==> config.mk <==
export PLATFORM = sky130hd
export DESIGN_NAME = smb_blkbuf
export DESIGN_NICKNAME = d
export VERILOG_FILES = /design/src/rtl/smb_blkbuf.sv
export SDC_FILE = /design/constraint.sdc
export NUM_CORES = 1
export LEC_CHECK = 0
export BUFFER_PORTS_ARGS = -buffer_cell sky130_fd_sc_hd__buf_4
export CORE_MARGIN = 3
export CORE_UTILIZATION = 30
export CTS_CLUSTER_SIZE = 20
export DETAILED_ROUTE_END_ITERATION = 10
export PLACE_DENSITY = 0.55
export SETUP_SLACK_MARGIN = 0.1
export SLEW_MARGIN = 5
export SYNTH_ARGS = -nofsm -noshare
export SYNTH_HDL_FRONTEND = slang
export SYNTH_SLANG_ARGS = --single-unit
==> constraint.sdc <==
create_clock -name clk -period 5.8 [get_ports clk]
set_input_delay 0.58 -clock clk [delete_from_list [all_inputs] [get_ports clk]]
set_output_delay 0.58 -clock clk [all_outputs]
set_load 0.01 [all_outputs]
==> src/rtl/smb_blkbuf.sv <==
module smb_blkbuf #(
  parameter int DEPTH = 32,
  parameter int AW    = $clog2(DEPTH),
  parameter int IW    = AW + 1
) (
  input  logic          clk,
  input  logic          rst_n,
  input  logic          buffered,
  input  logic          blk_we,
  input  logic [7:0]    blk_wdata,
  input  logic          blk_re,
  output logic [7:0]    blk_rdata,
  input  logic          cnt_we,
  input  logic [7:0]    cnt_wdata,
  output logic [7:0]    cnt_q,
  input  logic          start,
  input  logic          start_read,
  input  logic          start_i2c,
  input  logic          last_byte,
  input  logic          clr_bdone,
  input  logic          clr_intr,
  input  logic          clr_err,
  output logic          busy,
  output logic          byte_done,
  output logic          intr,
  output logic          dev_err,
  output logic          op_done,
  output logic          xmit_req,
  output logic          fill_req,
  output logic          rx_req,
  output logic          rx_last_req,
  output logic          stop_req,
  input  logic          fill_we,
  input  logic [7:0]    fill_data,
  input  logic          fill_done,
  input  logic          rx_valid,
  input  logic [7:0]    rx_data,
  input  logic [AW-1:0] tx_addr,
  output logic [7:0]    tx_data
);

  logic [7:0]    mem [DEPTH];
  logic [IW-1:0] idx;
  logic [7:0]    hold;
  logic [AW-1:0] fptr;
  logic          m_read, m_buf, i2c_open, wait_rx, wait_last, wait_fill;

  logic [IW-1:0] idx_w, idx_nx, adv;
  logic          adv_bd, rd_mode, win_buf;
  logic          mem_we;
  logic [AW-1:0] mem_wa;
  logic [7:0]    mem_wd;

  assign idx_w   = (idx >= IW'(DEPTH)) ? '0 : idx;
  assign idx_nx  = idx_w + 1'b1;
  assign adv     = (idx_nx >= IW'(DEPTH)) ? '0 : idx_nx;
  assign win_buf = buffered && !i2c_open;
  assign rd_mode = m_read || i2c_open;
  assign adv_bd  = byte_done && clr_bdone && !op_done && (i2c_open || !m_buf);

  assign blk_rdata = win_buf ? mem[idx_w[AW-1:0]] : hold;
  assign tx_data   = mem[tx_addr];
  assign cnt_q     = cnt_q_r;

  logic [7:0] cnt_q_r;

  always_comb begin
    mem_we = 1'b0;
    mem_wa = '0;
    mem_wd = hold;
    if (fill_we) begin
      mem_we = 1'b1; mem_wa = fptr; mem_wd = fill_data;
    end else if (start && !dev_err && !start_read && !start_i2c && !buffered) begin
      mem_we = 1'b1; mem_wa = '0;
    end else if (adv_bd && !rd_mode && 8'(adv) != cnt_q_r) begin
      mem_we = 1'b1; mem_wa = adv[AW-1:0];
    end else if (blk_we && buffered) begin
      mem_we = 1'b1; mem_wa = idx_w[AW-1:0]; mem_wd = blk_wdata;
    end
  end

  always_ff @(posedge clk) begin
    if (mem_we) mem[mem_wa] <= mem_wd;
  end

  always_ff @(posedge clk or negedge rst_n) begin
    if (!rst_n) begin
      idx <= '0; hold <= '0; fptr <= '0; cnt_q_r <= '0;
      m_read <= 1'b0; m_buf <= 1'b0; i2c_open <= 1'b0;
      wait_rx <= 1'b0; wait_last <= 1'b0; wait_fill <= 1'b0;
      busy <= 1'b0; byte_done <= 1'b0; intr <= 1'b0; dev_err <= 1'b0; op_done <= 1'b1;
      xmit_req <= 1'b0; fill_req <= 1'b0; rx_req <= 1'b0; rx_last_req <= 1'b0; stop_req <= 1'b0;
    end else begin
      xmit_req <= 1'b0; fill_req <= 1'b0; rx_req <= 1'b0; rx_last_req <= 1'b0; stop_req <= 1'b0;
      if (clr_intr)  intr <= 1'b0;
      if (clr_err)   dev_err <= 1'b0;
      if (clr_bdone) byte_done <= 1'b0;
      if (cnt_we)    cnt_q_r <= cnt_wdata;
      if (fill_we)   fptr <= fptr + 1'b1;

      if (blk_we) begin
        if (buffered) idx <= idx_nx;
        else          hold <= blk_wdata;
      end

      if (blk_re && win_buf) begin
        idx <= idx_nx;
        if (!op_done && 8'(idx_nx) == cnt_q_r) begin
          op_done <= 1'b1; idx <= '0; busy <= 1'b0;
        end
      end

      if (fill_done && wait_fill) begin
        wait_fill <= 1'b0;
        cnt_q_r   <= fill_data;
        idx       <= '0;
        if (m_buf) intr <= 1'b1;
        else begin
          hold <= mem[0]; byte_done <= 1'b1;
        end
      end

      if (rx_valid) begin
        if (wait_last) begin
          hold <= rx_data; op_done <= 1'b1; intr <= 1'b1; busy <= 1'b0;
          i2c_open <= 1'b0; idx <= '0; wait_last <= 1'b0;
        end else if (wait_rx) begin
          hold <= rx_data; byte_done <= 1'b1; wait_rx <= 1'b0;
        end
      end

      if (adv_bd) begin
        if (!rd_mode) begin
          idx <= adv;
          if (8'(adv) == cnt_q_r) begin
            xmit_req <= 1'b1; op_done <= 1'b1; intr <= 1'b1; busy <= 1'b0;
          end else begin
            byte_done <= 1'b1;
          end
        end else if (last_byte) begin
          if (i2c_open) begin
            rx_last_req <= 1'b1; wait_last <= 1'b1; idx <= adv;
          end else begin
            hold <= mem[adv[AW-1:0]]; op_done <= 1'b1; idx <= '0;
            intr <= 1'b1; busy <= 1'b0;
          end
        end else begin
          idx <= adv;
          if (i2c_open) begin
            rx_req <= 1'b1; wait_rx <= 1'b1;
          end else begin
            hold <= mem[adv[AW-1:0]]; byte_done <= 1'b1;
          end
        end
      end

      if (start) begin
        xmit_req <= 1'b0; rx_req <= 1'b0; rx_last_req <= 1'b0;
        m_read <= start_read; m_buf <= buffered; fptr <= '0;
        wait_rx <= 1'b0; wait_last <= 1'b0; wait_fill <= 1'b0;
        i2c_open <= 1'b0; op_done <= 1'b1;
        if (!op_done) begin
          idx <= '0;
          if (i2c_open) stop_req <= 1'b1;
        end
        if (!dev_err) begin
          if (start_i2c) begin
            i2c_open <= 1'b1; wait_rx <= 1'b1; rx_req <= 1'b1;
            op_done <= 1'b0; busy <= 1'b1; m_read <= 1'b1;
          end else if (start_read) begin
            fill_req <= 1'b1; wait_fill <= 1'b1; op_done <= 1'b0; busy <= 1'b1;
          end else if (buffered) begin
            idx <= '0;
            if (8'(idx) != cnt_q_r) begin
              dev_err <= 1'b1;
            end else begin
              xmit_req <= 1'b1; intr <= 1'b1; busy <= 1'b0;
            end
          end else begin
            idx <= '0; op_done <= 1'b0; busy <= 1'b1; byte_done <= 1'b1;
          end
        end
      end
    end
  end

endmodule

Word level (Yosys, flattened, before mapping)
Memory sizes are Yosys's and may differ from the RTL's.
Index checks and enable logic that the tools add are counted.
Word-level totals
  register bits: 43
  bits in writable memories: 256
  bits of input ports: 53
  memories: 1
Operators by class
  add/sub/neg operators: 2
  order comparisons: 2
  equal/unequal tests: 4
  mux-type cells: 161
  reduce and logical (&&, ||, !) cells: 30
Memories
  mem: words 32, width 8, read ports 4, clocked after memory_dff 0, write ports 1, RTL line 42  | logic [7:0] mem [DEPTH];
Operator list (count)
  2-to-1 mux 8 bit: 17
  2-to-1 mux 1 bit: 120
  2-to-1 mux 6 bit: 18
  2-to-1 mux 5 bit: 6
  == test 6 x 8 -> 1 bit: 2
  != test 6 x 8 -> 1 bit: 2
  logical AND 1 bit: 14
  greater-or-equal comparator 6 bit (second input constant): 2
  nonzero test 2 bit: 5
  logical NOT 1 bit: 8
  adder 6 x 1 -> 6 bit (second input constant): 1
  adder 5 x 1 -> 5 bit (second input constant): 1
  logical OR 1 bit: 2
  AND reduction 2 bit: 1

Depth between registers and ports, before layout
  depth in word-level cells: 19
  depth in mapped cells: 14

Least setup slack after synthesis
No wires, ideal clock.
  kind: flip-flop to flip-flop
  from: reg idx[5]
  to: mem mem[16][0] (enable)
  setup time: 383 ps
  data arrival time: 3827 ps
  required time: 5417 ps
  setup slack: 1590 ps
  stages on the path, launching flop included: 14
  path through: dfrtp_1 > buf_4 > nand2b_1 > clkbuf_1 > inv_1 > ha_1 > xnor3_1 > nor4bb_1 > nor3_2 > or2_0 > buf_2 > o311ai_2 > nand2_1 > nor3_1
On the way
  word-level cells in the longest chain between the ends: 12
  elaborated cells on any way between the ends: 16
Ends and longest elaborated chain
  start, declared: RTL line 43  | logic [IW-1:0] idx;
  start signal, assigned: RTL line 102  | if (buffered) idx <= idx_nx;
  start signal, assigned: RTL line 107  | idx <= idx_nx;
  start signal, assigned: RTL line 134  | idx <= adv;
  greater-or-equal comparator 6 bit: RTL line 54  | assign idx_w = (idx >= IW'(DEPTH)) ? '0 : idx;
  2-to-1 mux 6 bit (*): RTL line 54
  adder 6 x 1 -> 6 bit: RTL line 55  | assign idx_nx = idx_w + 1'b1;
  greater-or-equal comparator 6 bit: RTL line 56  | assign adv = (idx_nx >= IW'(DEPTH)) ? '0 : idx_nx;
  2-to-1 mux 6 bit: RTL line 56
  != test 6 x 8 -> 1 bit: RTL line 75  | end else if (adv_bd && !rd_mode && 8'(adv) != cnt_q_r) begin
  logical AND 1 bit: RTL line 75
  2-to-1 mux 1 bit: RTL line 75
  2-to-1 mux 1 bit: RTL line 73  | end else if (start && !dev_err && !start_read && !start_i2c && !buffered) begin
  2-to-1 mux 1 bit: RTL line 71  | if (fill_we) begin
  2-to-1 mux 1 bit: RTL line 83  | if (mem_we) mem[mem_wa] <= mem_wd;
  2-to-1 mux 1 bit (implied by the code): RTL line 83
  end, declared: RTL line 42
Mark *: on every way between the ends. The rest lies on a longest branch, timed or not.

Worst setup path in the final report
  from: reg idx[5]
  to: mem mem[8][1] (enable)
The elaborated chain is that of the path after synthesis.

==> impl_metrics.env <==
export IMPL_vias=12200
export IMPL_rows=87
export IMPL_grt_pass1_wl_mm=86.0
export IMPL_root_buffer="clkbuf_16"
export IMPL_worstPathArrival_ns=5.10
export IMPL_clk_pin_slew_ns=0.07
export IMPL_grt_setup_unrepaired="false"
export IMPL_max_cap_violations=0
export IMPL_fin_nets=1331
export IMPL_hold_path_class="in2async"
export IMPL_cts_buffers=34
export IMPL_synth_ff_type="edfxtp_1"
export IMPL_ant_nets=0
export IMPL_port_buffers=86
export IMPL_tns_ns=0
export IMPL_io_pins=87
export IMPL_leakagePower_nw=6.67
export IMPL_clk_latency_ns=0.55
export IMPL_setup_violations=0
export IMPL_cp_slowest_cell="nor2_1"
export IMPL_overflow=0
export IMPL_syn_inst=1219
export IMPL_die_y_um=245
export IMPL_post_dp_hpwl_mm=40.7
export IMPL_combinationalPowerShare_pct=27.0
export IMPL_synth_top_cell_area_share_pct=44.8
export IMPL_yosysTopAreaCell="edfxtp_1"
export IMPL_period_share_pct=85.1
export IMPL_syn_to_final_growth_pct=16.0
export IMPL_nFillCells=5389
export IMPL_critPathMaxStageDelay_ns=0.69
export IMPL_postCtsSetupRepairBufs=0
export IMPL_drv_slew=0
export IMPL_switchingPower_mw=2.08
export IMPL_stdcell_count=2060
export IMPL_skew_ns=0.0211
export IMPL_tightest_slew_ns=1.14
export IMPL_avgViaCountPerCell=5.91
export IMPL_gp_congestion=0.946
export IMPL_synth_top_family_by_area="multiplexers"
export IMPL_final_cell_mix="edfxtp_1 (256), mux4_2 (184), nand2_1 (167)"
export IMPL_worstPathCellList="nand2b_4 -> clkinv_2 -> buf_4 -> xnor2_1 -> nor3_1 -> o211ai_2 -> or2_0 -> o311ai_2 -> nand4_1 -> nor2_1"
export IMPL_grt_pass1_vias=11900
export IMPL_drt_total_wl_mm=59.5
export IMPL_post_synth_cell_area_avg_um2=14.1
export IMPL_internal_power_mw=4.73
export IMPL_layout_commonest_cell="edfxtp_1"
export IMPL_synth_xor_area_share_pct=0.846
export IMPL_yosys_warnings=0
export IMPL_outcome="completed"
export IMPL_first_pass_iters=5
export IMPL_grt_max_degree=65
export IMPL_initial_utilization_pct=30.4
export IMPL_period_minus_slack_ns=4.94
export IMPL_antenna_found_initial=2
export IMPL_critical_path_startpoint_type="register"
export IMPL_clock_power_share_pct=35.5
export IMPL_drive_gt1_share_pct=32.0
export IMPL_yosysSeqAreaShare_pct=51.1
export IMPL_fp_dieW_um=245
export IMPL_async_reset_ff_share_pct=14.4
export IMPL_synthSimpleGateAreaFrac_pct=9.63
export IMPL_cts_hold_buf=0
export IMPL_relSlewSlack_pct=23.4
export IMPL_crit_fanout=36
export IMPL_p_seq_share_pct=37.5
export IMPL_syn_cell_area_um2=17200
export IMPL_cts_tree="yes"
export IMPL_synth_mux_area_share_pct=29.5
export IMPL_drtIter0Drc=1693
export IMPL_hold_violations=0
export IMPL_synth_compound_area_share_pct=6.34
export IMPL_coreArea_um2=56500
export IMPL_synth_distinct_cells=69
export IMPL_drc_errors=0
export IMPL_path_class="reg2reg"
export IMPL_ir_drop_mv=0.185
export IMPL_cp_data_required_time_ns=5.97
export IMPL_synthAdderAreaFrac_pct=0.146
export IMPL_endpoint_kind="register"
export IMPL_grtUsageTotal_pct=19.6
export IMPL_netlist_top_cells_area="edfxtp_1 (45%), mux4_2 (24%), dfrtp_1 (6.1%)"
export IMPL_routedWlPerCell_um=28.9
export IMPL_netSwitchingFraction_pct=30.5
export IMPL_die_area_um2=60100
export IMPL_ctsHtreeMaxLevel=2
export IMPL_max_freq_mhz=203
export IMPL_power_density_nw_per_um2=343
export IMPL_syn_nets=1274
export IMPL_dp_cells=1996
export IMPL_cts_sinks=299
export IMPL_cts_resized=0
export IMPL_synth_ff_latch_count=299
export IMPL_clock_path_buffers=3
export IMPL_synth_edf_count=256
[critical path: cells and delay by family, from the launching register on]
kind            cells  cell delay, ns
compound gates      2            0.66
xor+xnor            1            0.24
buf+inv             2            0.76
flops               1            0.59
simple gates        5            2.29
[cell type report]
type | instances | area, um2 | share of cell area (%)
Clock inverter | 24 | 322 | 1.62
Antenna cell | 2 | 5.00 | 0.0252
Inverter | 8 | 31.3 | 0.157
Clock buffer | 38 | 930 | 4.67
Sequential cell | 299 | 8770 | 44.1
Tap cell | 756 | 946 | 4.76
Timing Repair Buffer | 116 | 883 | 4.44
Multi-Input combinational cell | 817 | 8010 | 40.3
[power groups by stage]
stage | logic, mW | clock network, mW | registers [mW]
6_report | 1.84 | 2.42 | 2.56
5_1_grt | 1.94 | 2.55 | 2.56
4_1_cts | 1.83 | 2.45 | 2.56
3_5_place_dp | 1.82 | 0 | 2.60
3_3_place_gp | 1.82 | 0 | 2.60
2_1_floorplan | 1.21 | 0 | 2.56
[final timing paths]
kind / startpoint / slack, ns / cells after the start / to
max: idx[5] / 0.86 / 10 / mem[8][1]
min in group clk: clr_err / 0.22 / 2 / dev_err
min: rst_n / 0.04 / 1 / rx_last_req
max reg2reg: idx[5] / 0.86 / 10 / mem[8][1]
max in group asynchronous: rst_n / 5.31 / 1 / idx[0]
min reg2reg: wait_fill / 0.48 / 1 / wait_fill
[logic make-up (layout without fill, tap and decap cells)]
| family | count (synthesis) | in the layout |
|---|---|---|
| and+or+nand+nor | 369 | 369 |
| DFF | 299 | 299 |
| muxes | 271 | 271 |
| AOI/OAI and AO/OA | 160 | 160 |
| buffers and inverters | 103 | 186 |
| xor gates and xnor gates | 15 | 15 |
| adders and majority gates | 2 | 2 |
| other | 0 | 2 |
[per-layer routing]
layer / track usage (%) / routed length [um] / vias up
met3: 4.06 / 6160 / 129
met4: 10.7 / 3620 / 0
met2: 28.7 / 25800 / 789
li1: - / - / 5001
met5: 0 / 0 / -
met1: 27.1 / 23900 / 6259
[flip-flops by register name (all words and copies together) (netlist names), 5 cells and up]
signal	flops
mem	256
idx	6
fptr	5
hold	8
cnt_q	8
[synthesized netlist by cell type, types with 10 or more instances]
master and count:
o221ai_1 17, nor2_1 84, o211ai_1 29, nor3_1 17, mux2i_1 52, o21ai_0 35
nand2_1 168, a21oi_1 36, edfxtp_1 256, mux2_2 34, mux4_2 184, buf_1 27
dfrtp_1 42, clkbuf_1 59, nand2b_1 10, nand3_1 43
[through the flow]
step	setup slack [ns]	power (mW)	utilization, %	hold WS (ns)	instance area (um2)
after detailed placement	0.860	4.42	33.0	0.467	18600
final	0.862	6.82	35.2	0.0443	19900
after global placement	0.997	4.42	33.0	0.455	18600
after global routing	0.494	7.05	35.2	0.0740	19900
after floorplan	1.59	3.77	-	0.284	17200
after CTS	0.827	6.84	35.2	0.0438	19900
(Power assumes the default switching activity.)
